[src/rtl/nor_cmd_pkg.sv]
package nor_cmd_pkg;
  localparam logic [7:0] OP_WREN = 8'h06;
  localparam logic [7:0] OP_WRDI = 8'h04;
  localparam logic [7:0] OP_RDID = 8'h9F;
  localparam logic [7:0] OP_IDSEL = 8'h90;
  localparam logic [7:0] OP_RDSR = 8'h05;
  localparam logic [7:0] OP_WRSR = 8'h01;
  localparam logic [7:0] OP_READ = 8'h03;
  localparam logic [7:0] OP_PROG = 8'h02;
  localparam logic [7:0] OP_ERASE = 8'h20;

  localparam logic [7:0] IDLE_BYTE = 8'hFF;

  typedef enum logic [1:0] {
    MEM_RD = 2'd0,
    MEM_WR = 2'd1,
    MEM_ER = 2'd2
  } mem_op_e;
endpackage

[src/rtl/nor_busy_timer.sv]
module nor_busy_timer #(
  parameter int BUSY_CYCLES = 100,
  localparam int CNT_W = $clog2(BUSY_CYCLES + 1)
) (
  input  logic clk,
  input  logic rst,
  input  logic start,
  output logic busy
);
  logic [CNT_W-1:0] cnt_q;

  always_ff @(posedge clk) begin
    if (rst) cnt_q <= '0;
    else if (start) cnt_q <= CNT_W'(BUSY_CYCLES);
    else if (cnt_q != '0) cnt_q <= cnt_q - 1'b1;
  end

  assign busy = (cnt_q != '0);
endmodule

[src/rtl/nor_addr_step.sv]
module nor_addr_step #(
  parameter int ADDR_W = 24,
  parameter int PAGE_W = 8
) (
  input  logic [ADDR_W-1:0] addr_in,
  input  logic              page_mode,
  output logic [ADDR_W-1:0] addr_out
);
  logic [PAGE_W-1:0] low_inc;
  assign low_inc = addr_in[PAGE_W-1:0] + PAGE_W'(1);

  always_comb begin
    if (page_mode) addr_out = {addr_in[ADDR_W-1:PAGE_W], low_inc};
    else           addr_out = addr_in + ADDR_W'(1);
  end
endmodule

[src/rtl/nor_cmd_responder.sv]
module nor_cmd_responder
  import nor_cmd_pkg::*;
#(
  parameter int ADDR_W = 24,
  parameter int PAGE_W = 8,
  parameter int SECTOR_W = 12,
  parameter int BUSY_CYCLES = 100,
  parameter logic [7:0] MAKER_ID = 8'hC2,
  parameter logic [7:0] MEM_TYPE = 8'h20,
  parameter logic [7:0] DEVICE_ID = 8'h15
) (
  input  logic              clk,
  input  logic              rst,
  input  logic              cs_active,
  input  logic              byte_stb,
  input  logic [7:0]        mosi_byte,
  output logic [7:0]        miso_byte,
  output logic              mem_req,
  output logic [1:0]        mem_op,
  output logic [ADDR_W-1:0] mem_addr,
  output logic [7:0]        mem_wdata,
  input  logic [7:0]        mem_rdata
);
  localparam int ADDR_BYTES = ADDR_W / 8;
  localparam int DATA_IDX = ADDR_BYTES + 1;
  localparam int IDX_MAX = DATA_IDX + 1;
  localparam int IDX_W = $clog2(IDX_MAX + 1);
  localparam int SEL_IDX = 3;

  logic              in_txn, skip_q, done_q, sel_dev_q, rd_load;
  logic [IDX_W-1:0]  idx;
  logic [7:0]        cmd_q, new_sr_q;
  logic [ADDR_W-1:0] addr_q;
  logic              wel_q, srwd_q, wip;
  logic [3:0]        bp_q;
  logic [7:0]        status;
  logic              allowed, commit, last_addr, data_phase;
  logic [ADDR_W-1:0] addr_full, step_in, step_out;

  assign status     = {srwd_q, 1'b0, bp_q, wel_q, wip};
  assign addr_full  = {addr_q[ADDR_W-9:0], mosi_byte};
  assign last_addr  = (idx == IDX_W'(ADDR_BYTES));
  assign data_phase = (idx >= IDX_W'(DATA_IDX));
  assign step_in    = last_addr ? addr_full : addr_q;
  assign commit     = !cs_active && in_txn && done_q && !skip_q;

  nor_addr_step #(.ADDR_W(ADDR_W), .PAGE_W(PAGE_W)) u_step (
    .addr_in  (step_in),
    .page_mode(cmd_q == OP_PROG),
    .addr_out (step_out)
  );

  nor_busy_timer #(.BUSY_CYCLES(BUSY_CYCLES)) u_busy (
    .clk  (clk),
    .rst  (rst),
    .start(commit),
    .busy (wip)
  );

  // Decide whether the opcode now on mosi_byte may run.
  always_comb begin
    if (wip) allowed = (mosi_byte == OP_RDSR);
    else begin
      case (mosi_byte)
        OP_PROG, OP_ERASE: allowed = wel_q && (bp_q == 4'd0);
        OP_WRSR:           allowed = wel_q && !srwd_q;
        OP_RDID, OP_IDSEL, OP_READ, OP_RDSR,
        OP_WREN, OP_WRDI:  allowed = 1'b1;
        default:           allowed = 1'b0;
      endcase
    end
  end

  always_ff @(posedge clk) begin
    if (rst) begin
      in_txn    <= 1'b0;
      idx       <= '0;
      cmd_q     <= '0;
      skip_q    <= 1'b0;
      done_q    <= 1'b0;
      sel_dev_q <= 1'b0;
      new_sr_q  <= '0;
      addr_q    <= '0;
      wel_q     <= 1'b0;
      srwd_q    <= 1'b0;
      bp_q      <= '0;
      rd_load   <= 1'b0;
      miso_byte <= IDLE_BYTE;
      mem_req   <= 1'b0;
      mem_op    <= MEM_RD;
      mem_addr  <= '0;
      mem_wdata <= '0;
    end else begin
      mem_req <= 1'b0;
      rd_load <= mem_req && (mem_op == MEM_RD);
      if (rd_load && cs_active) miso_byte <= mem_rdata;

      if (!cs_active) begin
        miso_byte <= IDLE_BYTE;
        in_txn    <= 1'b0;
        idx       <= '0;
        done_q    <= 1'b0;
        if (commit) begin
          wel_q <= 1'b0;
          if (cmd_q == OP_WRSR) begin
            srwd_q <= new_sr_q[7];
            bp_q   <= new_sr_q[5:2];
          end
        end
      end else if (byte_stb) begin
        in_txn <= 1'b1;
        if (idx != IDX_W'(IDX_MAX)) idx <= idx + 1'b1;
        if (idx == '0) begin
          cmd_q  <= mosi_byte;
          skip_q <= !allowed;
          miso_byte <= IDLE_BYTE;
          if (allowed) begin
            if (mosi_byte == OP_RDID) miso_byte <= MAKER_ID;
            if (mosi_byte == OP_RDSR) miso_byte <= status;
            if (mosi_byte == OP_WREN) wel_q <= 1'b1;
            if (mosi_byte == OP_WRDI) wel_q <= 1'b0;
          end
        end else if (skip_q) begin
          miso_byte <= IDLE_BYTE;
        end else begin
          miso_byte <= IDLE_BYTE;
          case (cmd_q)
            OP_RDSR: miso_byte <= status;
            OP_RDID: begin
              if (idx == IDX_W'(1)) miso_byte <= MEM_TYPE;
              if (idx == IDX_W'(2)) miso_byte <= DEVICE_ID;
            end
            OP_IDSEL: begin
              if (idx == IDX_W'(SEL_IDX)) begin
                sel_dev_q <= mosi_byte[0];
                miso_byte <= mosi_byte[0] ? DEVICE_ID : MAKER_ID;
              end
              if (idx == IDX_W'(SEL_IDX + 1))
                miso_byte <= sel_dev_q ? MAKER_ID : DEVICE_ID;
            end
            OP_WRSR: begin
              if (idx == IDX_W'(1)) begin
                new_sr_q <= mosi_byte;
                done_q   <= 1'b1;
              end
            end
            OP_READ, OP_PROG, OP_ERASE: begin
              if (!last_addr && !data_phase) begin
                addr_q <= addr_full;
              end else if (last_addr) begin
                addr_q <= (cmd_q == OP_READ) ? step_out : addr_full;
                if (cmd_q == OP_READ) begin
                  mem_req  <= 1'b1;
                  mem_op   <= MEM_RD;
                  mem_addr <= addr_full;
                end
                if (cmd_q == OP_ERASE) begin
                  mem_req  <= 1'b1;
                  mem_op   <= MEM_ER;
                  mem_addr <= {addr_full[ADDR_W-1:SECTOR_W], {SECTOR_W{1'b0}}};
                  done_q   <= 1'b1;
                end
              end else if (cmd_q != OP_ERASE) begin
                addr_q   <= step_out;
                mem_req  <= 1'b1;
                mem_addr <= addr_q;
                if (cmd_q == OP_PROG) begin
                  mem_op    <= MEM_WR;
                  mem_wdata <= mosi_byte;
                  done_q    <= 1'b1;
                end else begin
                  mem_op <= MEM_RD;
                end
              end
            end
            default: miso_byte <= IDLE_BYTE;
          endcase
        end
      end
    end
  end
endmodule

[config.mk]
export PLATFORM = sky130hd
export DESIGN_NAME = nor_cmd_responder
export DESIGN_NICKNAME = d
export VERILOG_FILES = /design/src/rtl/nor_cmd_pkg.sv /design/src/rtl/nor_busy_timer.sv /design/src/rtl/nor_addr_step.sv /design/src/rtl/nor_cmd_responder.sv
export SDC_FILE = /design/constraint.sdc
export NUM_CORES = 1
export LEC_CHECK = 0
export ABC_AREA = 0
export BUFFER_PORTS_ARGS = -buffer_cell sky130_fd_sc_hd__buf_2
export CAP_MARGIN = 20
export CORE_MARGIN = 4
export CORE_UTILIZATION = 65
export CTS_BUF_LIST = sky130_fd_sc_hd__clkbuf_4
export CTS_CLUSTER_DIAMETER = 200
export CTS_CLUSTER_SIZE = 16
export DETAILED_ROUTE_END_ITERATION = 10
export HOLD_SLACK_MARGIN = 0.02
export PLACE_DENSITY = 0.87
export SETUP_SLACK_MARGIN = 0.1
export SLEW_MARGIN = 30
export SYNTH_ARGS = -nofsm -noshare
export SYNTH_HDL_FRONTEND = slang
export SYNTH_HIERARCHICAL = 1
export SYNTH_SLANG_ARGS = --single-unit
export TNS_END_PERCENT = 1
[constraint.sdc]
create_clock -name clk -period 5.95 [get_ports clk]
set_input_delay 1.19 -clock clk [delete_from_list [all_inputs] [get_ports clk]]
set_output_delay 1.19 -clock clk [all_outputs]
set_load 0.02 [all_outputs]
Yosys cells after proc, flatten, opt, wreduce, memory -nomap -nowiden --
Cells that the tools add are included.
Word-level totals: logic and storage cells 154, flip-flop bits (word level) 104
Operators by class: magnitude comparators 1, mux-type cells 51, equal/unequal tests 32, $add $sub $neg 4, reductions and logical operators 40, bitwise operators 7
Operators with widths (number):
- $mux W24 | 10
- $mux W8 | 12
- $eq A8 B2 Y1 const B | 4
- $eq A8 B3 Y1 const B | 4
- $eq A8 B8 Y1 const B | 4
- $add A24 B1 Y24 const B | 1
- $pmux W8 S3 | 1
- $mux W1 | 19
- $reduce_and A6 Y1 | 3
- $reduce_and A9 Y1 | 2
- $eq A8 B1 Y1 const B | 2
- $eq A8 B6 Y1 const B | 2
- $mux W7 | 2
- $reduce_bool A2 Y1 | 5
- $ne A3 B3 Y1 const B | 3
- $add A8 B1 Y8 const B | 1
- $logic_and A1 B1 Y1 | 8
- $mux W2 | 4
- $ne A2 B1 Y1 const B | 4
- $ne A8 B6 Y1 const B | 1
- $reduce_and A8 Y1 | 1
- $not A1 Y1 | 7
- $reduce_bool A7 Y1 | 1
- $reduce_or A7 Y1 | 1
- other kinds (23) | 33

Longest topological paths before layout --
Gate-level depths: netlist of the first run.
word-level depth 8, depth in mapped cells 14, depth with buffers taken out 10

Modules after synthesis --
Netlist of the first run, hierarchy kept.
By module, submodules not included:
- nor_cmd_responder | area an instance 4854.7 um2, instances 1, cells each 573, seq. area each 1881.8 um2
- nor_addr_step | area an instance 449.2 um2, instances 1, cells each 63, seq. area each 0.0 um2
- nor_busy_timer | area an instance 361.6 um2, instances 1, cells each 37, seq. area each 140.1 um2

Worst setup path after synthesis of the first run --
Ideal clock, no wire load.
kind register to register, start point reg idx[2], end point reg addr_q[22], clock period less this slack 3.033 ns, slack 2.917 ns, data arrival time 2.947 ns, buffers on the path 5, cell stages (with the launch flop) 15, required time 5.864 ns, library setup time 0.086 ns, path through dfxtp_1 -> clkbuf_1 -> inv_1 -> ha_1 -> clkbuf_1 -> clkbuf_1 -> clkbuf_1 -> o21ai_0 -> ha_1 -> and3_2 -> buf_6 -> nand4_1 -> xnor2_1 -> mux2i_1 -> a211oi_1
On the way: cells in the longest elaborated chain, start to end 7
Ends and longest elaborated chain:
- from (decl) | line nor_cmd_responder.sv:31 | logic [IDX_W-1:0] idx;
- from (signal assigned) | line nor_cmd_responder.sv:112 | if (idx != IDX_W'(IDX_MAX)) idx <= idx + 1'b1;
- $eq A3 B2 Y1 (*) | line nor_cmd_responder.sv:42 | assign last_addr = (idx == IDX_W'(ADDR_BYTES));
- $mux W24 (*) | line nor_cmd_responder.sv:44 | assign step_in = last_addr ? addr_full : addr_q;
- via step_in[0] | line nor_cmd_responder.sv:38 | logic [ADDR_W-1:0] addr_full, step_in, step_out;
- $add A24 B1 Y24 (*) | line nor_addr_step.sv:14 | else addr_out = addr_in + ADDR_W'(1);
- $mux W24 (*) | line nor_addr_step.sv:13 | if (page_mode) addr_out = {addr_in[ADDR_W-1:PAGE_W], low_inc};
- via step_out[22] | line nor_cmd_responder.sv:38
- $mux W24, on equally long branches | line nor_cmd_responder.sv:163, nor_cmd_responder.sv:151
- $mux W24 (*) | line nor_cmd_responder.sv:150 | end else if (last_addr) begin
- $mux W24 (*) | line nor_cmd_responder.sv:148 | if (!last_addr && !data_phase) begin
- to (signal assigned) | line nor_cmd_responder.sv:149 | addr_q <= addr_full;
- to (signal assigned) | line nor_cmd_responder.sv:151 | addr_q <= (cmd_q == OP_READ) ? step_out : addr_full;
- to (signal assigned) | line nor_cmd_responder.sv:164 | addr_q <= step_out;
- to (decl) | line nor_cmd_responder.sv:33 | logic [ADDR_W-1:0] addr_q;
The timed path passes the listed nets; every way through them passes the cells marked *. The select of a mux whose other input is x is not followed. A chain may end at the register's enable or synchronous reset.

Worst setup path after layout of the first run --
start point reg idx[2], end point reg mem_addr[19]
On the way: cells in the longest elaborated chain, start to end 5
Ends and longest elaborated chain:
- $ge A3 B3 Y1 / $eq A3 B2 Y1 (equally long branches) | line nor_cmd_responder.sv:43, nor_cmd_responder.sv:42
- $logic_not A1 Y1 | line nor_cmd_responder.sv:148
- $logic_and A1 B1 Y1 | line nor_cmd_responder.sv:148
- $not A1 Y1 (no source line)
- $reduce_and A8 Y1 (no source line)
- to (signal assigned) | line nor_cmd_responder.sv:155 | mem_addr <= addr_full;
- to (signal assigned) | line nor_cmd_responder.sv:160 | mem_addr <= {addr_full[ADDR_W-1:SECTOR_W], {SECTOR_W{1'b0}}};
- to (signal assigned) | line nor_cmd_responder.sv:166 | mem_addr <= addr_q;
- to (decl) | line nor_cmd_responder.sv:20 | output logic [ADDR_W-1:0] mem_addr,
Several ways; a longest one is shown, not always the timed one.

==> flow_metrics.py, run 1 <==
metrics = {
    "timing": {
        "setup_violations": 0,
        "period_minus_slack_ps": 3290,
        "skew_ps": 30.1,
        "min_period_over_period": 0.553,
        "hold_viol": 0,
        "max_slew_margin": 0.464,
        "timing.setup.tns_ps": 0,
        "timing.hold.ws_ps": 485,
        "fmax_mhz": 304,
        "worst_slew_pin_slew_ps": 804,
        "rsz0062_at_grt": "false",
        "report.final.slew_viol_count": 0,
    },
    "power_and_ir_drop": {
        "sw_frac_of_total": 0.324,
        "p_leak_nw": 2.42,
        "vdd_drop_max_v": 0.000112,
        "p_switching_w": 0.000433,
        "power.density_mw_per_mm2": 220,
        "power_frac_clock": 0.271,
        "combPwrFrac": 0.188,
        "internal_power_w": 0.000905,
        "p_seq_frac": 0.541,
    },
    "logic_synthesis": {
        "synthTopCellsByArea": "dfxtp_1 36%, mux2i_1 7.1%, a21oi_1 5.5%",
        "syn_nets": 700,
        "synth-async-reset-ratio": 0,
        "synth-seq-area-share": 0.357,
        "yosysWarnings": 6,
        "ys_types": 68,
        "syn_inst": 673,
        "synth_edf_count": 0,
        "yosysTopAreaCell": "dfxtp_1",
        "synth_seq_cells": 101,
        "yosysMostFrequentCell": "dfxtp_1",
        "avgSynthCellArea_um2": 8.42,
        "ys.flop_type": "dfxtp_1",
        "synthesis.area_mm2": 0.00567,
        "synth_top_area_share": 0.357,
        "synth_common_cells": "101 x dfxtp_1, 62 x a21oi_1, 58 x nand2_1",
    },
    "setup_path": {
        "regToRegSetupSlack_ps": 2660,
        "ff2ff_path_depth": 8,
        "r2r_start": "idx[2]",
        "crit_path_end_kind": "flip-flop",
        "arrival_ps": 3670,
        "crit_path_start_kind": "flip-flop",
        "required_ps": 6330,
        "r2r_end": "mem_addr[19]",
        "crit_type": "reg -> reg",
        "crit_fanout": 44,
    },
    "grt": {
        "overflow": 0,
        "grt_usage": 0.285,
        "grt_max_degree": 65,
        "grt_pass1_vias": 4983,
        "antenna_found_initial": 0,
        "grt_pass1_wl_mm": 23.7,
    },
    "clock_tree": {
        "htree_levels": 3,
        "cts_root_buf": "clkbuf_4",
        "clkTransAtPathRegs_ps": 180,
        "cts_buffers": 9,
        "cts_buffer_depth": 2,
        "cts.sinks": 101,
        "cts_tree": "built",
        "clock_latency_ps": 470,
        "postCtsSetupBuffers": 0,
        "cts.repair.resized": 0,
        "cts_hold_buf": 0,
    },
    "route": {
        "drtPass1Iterations": 5,
        "wl_per_cell_um": 17.7,
        "drt-total-wl_mm": 14.4,
        "antenna_left": 0,
        "num_vias": 5287,
        "drtIter0Drc": 357,
        "remaining_drc_errors": 0,
        "via_per_inst": 6.50,
    },
    "job": {
        "drv_cap": 0,
    },
    "outcome": {
        "status": "completed",
    },
    "floorplanning": {
        "dieWidth_um": 101,
        "rows": 33,
        "coreArea_mm2": 0.00834,
        "start_util": 0.679,
        "pin_count": 63,
        "dieHeight_um": 101,
        "die_area_mm2": 0.0103,
    },
    "finish": {
        "final_nets": 731,
        "diodes": 0,
        "area_growth_pct": 7.16,
        "n_fill_cell": 653,
        "drive_gt1_frac": 0.173,
    },
    "placement": {
        "place_congestion": 0.917,
        "hpwl_mm": 10.2,
        "portBuffers": 62,
    },
    "min_path": {
        "min_path_cells": 2,
        "min_path_type": "reg -> reg",
        "hold_start": "new_sr_q[3]",
        "min_to": "new_sr_q[3]",
    },
}
==> worst max-delay path, cell delays in order (launching register included) <==
cell	delay [ps]
dfxtp_1	460
inv_1	210
ha_1	190
buf_4	420
inv_1	210
or4_1	610
a21o_1	440
and2_4	380
a31o_2	280
==> stage by stage <==
stage / cells / util / area [um2] / total power [W] / setup slack, ps
floorplan: 673 / - / 5670 / 0.000939 / 2920
global placement: 798 / 0.710 / 5920 / 0.000968 / 2450
detailed placement: 798 / 0.710 / 5920 / 0.000982 / 2290
CTS: 814 / 0.727 / 6060 / 0.00134 / 2710
global route: 814 / 0.728 / 6070 / 0.00140 / 2490
finish: 814 / 0.728 / 6070 / 0.00134 / 2660
==> power by group through the flow <==
stage	Sequential (W)	Clock (W)	Combinational (W)
final	0.000724	0.000362	0.000252
after global routing	0.000727	0.000396	0.000275
after CTS	0.000723	0.000368	0.000246
after detailed placement	0.000737	0	0.000245
after global placement	0.000734	0	0.000234
after floorplan	0.000733	0	0.000206
==> cell type report <==
cell class	count	area (um2)	share of cell area
flip-flops and latches	101	2020	0.333
well taps	105	131	0.0216
repair buffers	70	370	0.0610
inverters	17	65.1	0.0107
clock buffers	9	67.6	0.0111
clock inverters	7	73.8	0.0122
multi-input cells	505	3340	0.550
==> metal layers <==
layer,global-route usage,routed length (um),part of all wire
met3,0.0455,764,0.053
met1,0.346,5800,0.40
met2,0.492,7260,0.50
met4,0.137,580,0.040
met5,0,0,0
==> sequential cells by signal, indices dropped and copies added, names as in the netlist, 2 cells and up <==
signal and cells:
addr_q 24, idx 3, bp_q 4, mem_wdata 8
mem_addr 24, cmd_q 8, u_busy/cnt_q 7, miso_byte 8
new_sr_q 5, mem_op 2
==> cells in the final DEF, fill, tap and decap left out, types with 6 or more instances in the layout <==
cell type / count
nor2b_1: 16
o21ai_0: 53
mux2_2: 12
clkbuf_4: 9
inv_1: 15
buf_4: 8
a31o_1: 19
a21oi_1: 61
nand4_1: 11
and3_1: 7
mux2i_1: 40
nor3_1: 9
a21o_1: 13
ha_1: 7
xnor2_1: 23
a31o_2: 7
nor4_1: 7
a31oi_1: 7
nand2b_1: 7
dfxtp_1: 101
nor3b_1: 6
nand2_1: 58
buf_2: 62
a211oi_1: 17
nand3_1: 22
nor2_1: 37
==> worst max-delay path by stage <==
stage | start | end | slack [ps] | depth (start not counted)
2_1_floorplan | idx[2] | addr_q[22] | 2920 | 14
3_3_place_gp | byte_stb | mem_wdata[4] | 2450 | 6
3_5_place_dp | byte_stb | mem_wdata[4] | 2290 | 6
4_1_cts | idx[2] | mem_addr[19] | 2710 | 8
5_1_grt | idx[2] | addr_q[22] | 2490 | 10
6_report | idx[2] | mem_addr[19] | 2660 | 8
==> cells by family (layout without fill, tap and decap cells) <==
| logic type | after synthesis | in the layout | synth area share |
|---|---|---|---|
| xor gates and xnor gates | 26 | 26 | 0.0402 |
| AOI/OAI and AO/OA | 203 | 203 | 0.227 |
| and+or+nand+nor | 217 | 217 | 0.210 |
| adders and majority gates | 7 | 7 | 0.0155 |
| muxes | 52 | 52 | 0.0945 |
| buffers and inverters | 67 | 103 | 0.0557 |
| DFF | 101 | 101 | 0.357 |
Power figures use the tool's default switching activity.
==> run 2, diff against run 1 <==
Settings changed: CORE_UTILIZATION 65 to 61, PLACE_DENSITY 0.87 to 0.83.
Clock period 5.95 ns to 3.4 ns, I/O delays scaled along.
==> flow_metrics.py, run 2 (synthesized netlist as in run 1, its figures left out) <==
metrics = {
    "outcome": {
        "status": "completed",
    },
    "floorplanning": {
        "dieWidth_um": 104,
        "pin_count": 63,
        "die_area_mm2": 0.0109,
        "coreArea_mm2": 0.00889,
        "rows": 34,
        "dieHeight_um": 104,
        "start_util": 0.637,
    },
    "grt": {
        "grt_max_degree": 64,
        "grt_usage": 0.261,
        "grt_pass1_wl_mm": 23.7,
        "grt_pass1_vias": 4950,
        "antenna_found_initial": 0,
        "overflow": 0,
    },
    "placement": {
        "dp.cells": 807,
        "place_congestion": 0.907,
        "placed_area_mm2": 0.00598,
        "portBuffers": 62,
        "hpwl_mm": 10.1,
    },
    "timing": {
        "skew_ps": 17.9,
        "timing.setup.tns_ps": 0,
        "timing.hold.ws_ps": 459,
        "min_period_over_period": 0.861,
        "setup_violations": 0,
        "worst_slew_pin_slew_ps": 677,
        "report.final.slew_viol_count": 0,
        "max_slew_margin": 0.545,
        "period_minus_slack_ps": 2930,
        "rsz0062_at_grt": "false",
        "hold_viol": 0,
        "fmax_mhz": 342,
    },
    "clock_tree": {
        "clock_latency_ps": 480,
        "cts.sinks": 101,
        "cts_root_buf": "clkbuf_4",
        "cts_buffer_depth": 2,
        "cts.repair.resized": 0,
        "cts_hold_buf": 0,
        "clkTransAtPathRegs_ps": 160,
        "postCtsSetupBuffers": 0,
        "cts_buffers": 9,
        "cts_tree": "built",
        "htree_levels": 3,
    },
    "job": {
        "drv_cap": 0,
    },
    "setup_path": {
        "crit_path_start_kind": "flip-flop",
        "arrival_ps": 3320,
        "required_ps": 3790,
        "cp_num_buf_inv": 2,
        "critPathTopFamily": "simple AND/OR/NAND/NOR gates",
        "crit_path_end_kind": "flip-flop",
        "path_cells": "inv_1 > ha_1 > buf_12 > nor2b_1 > a21o_1 > nand3_1 > nor3_4 > nand4_1 > xnor2_1 > mux2i_1 > a211oi_1",
        "slowest_delay_ps": 560,
        "crit_type": "reg -> reg",
        "cp_slowest_cell": "dfxtp_1",
        "crit_fanout": 41,
        "regToRegSetupSlack_ps": 470,
    },
    "route": {
        "via_per_inst": 6.36,
        "remaining_drc_errors": 0,
        "antenna_left": 0,
        "wl_per_cell_um": 17.4,
        "drtPass1Iterations": 5,
        "drt-total-wl_mm": 14.3,
        "drtIter0Drc": 296,
        "num_vias": 5237,
    },
    "power_and_ir_drop": {
        "power.density_mw_per_mm2": 385,
        "p_leak_nw": 2.46,
        "vdd_drop_max_v": 0.000232,
    },
    "finish": {
        "area_growth_pct": 8.04,
        "final_nets": 737,
        "fin_cells": 823,
        "diodes": 0,
        "mostFrequentLayoutCells": "101 x dfxtp_1, 62 x a21oi_1, 62 x buf_2",
        "drive_gt1_frac": 0.178,
        "top_regs": "addr_q x24, mem_addr x24",
        "layout_commonest_cell": "dfxtp_1",
        "design_area_mm2": 0.00612,
    },
    "min_path": {
        "min_path_type": "reg -> reg",
    },
}
[run 2: path summary, 6_finish.rpt]
kind	start	end	cells past startpoint
setup / recovery	idx[2]	addr_q[22]	11
hold / removal	mem_op[1]	rd_load	1
setup reg to reg	idx[2]	addr_q[22]	11
hold reg to reg	mem_op[1]	rd_load	1
[run 2: worst reg2reg max path, cell delays in order (launching register included)]
cell and delay, ps:
dfxtp_1 560, inv_1 170, ha_1 310, buf_12 200, nor2b_1 190, a21o_1 200, nand3_1 160, nor3_4 380
nand4_1 180, xnor2_1 160, mux2i_1 90, a211oi_1 230
[run 2: per-layer routing]
layer  vias to the layer above  GRT usage  wire [um]
li1                       2533          -          -
met1                      2508      0.310       5920
met2                       150      0.457       7290
met3                        46     0.0540        627
met4                         0      0.108        488
met5                         -          0          0
[run 2: through the flow]
stage               setup slack, ps  total power, W  utilization
floorplan                       367         0.00164            -
global placement                674         0.00170        0.673
detailed placement              571         0.00172        0.673
CTS                             542         0.00237        0.688
global route                    201         0.00245        0.688
finish                          472         0.00236        0.688
[run 2: where the power goes]
group	internal, W	leakage (nW)	total, W	switching, W
sequential	0.00123	0.817	0.00126	0.0000383
clock	0.000245	0.0816	0.000663	0.000418
combinational	0.000182	1.56	0.000432	0.000250
total	0.00165	2.46	0.00236	0.000706
[run 2: layout make-up]
type                       count  area, um2
multi-input combinational    505       3330
fill                         753       2770
sequential                   101       2020
timing repair buffer          76        428
tap                          108        135
clock buffer                  11       82.6
inverter                      17       63.8
clock inverter                 5       57.6
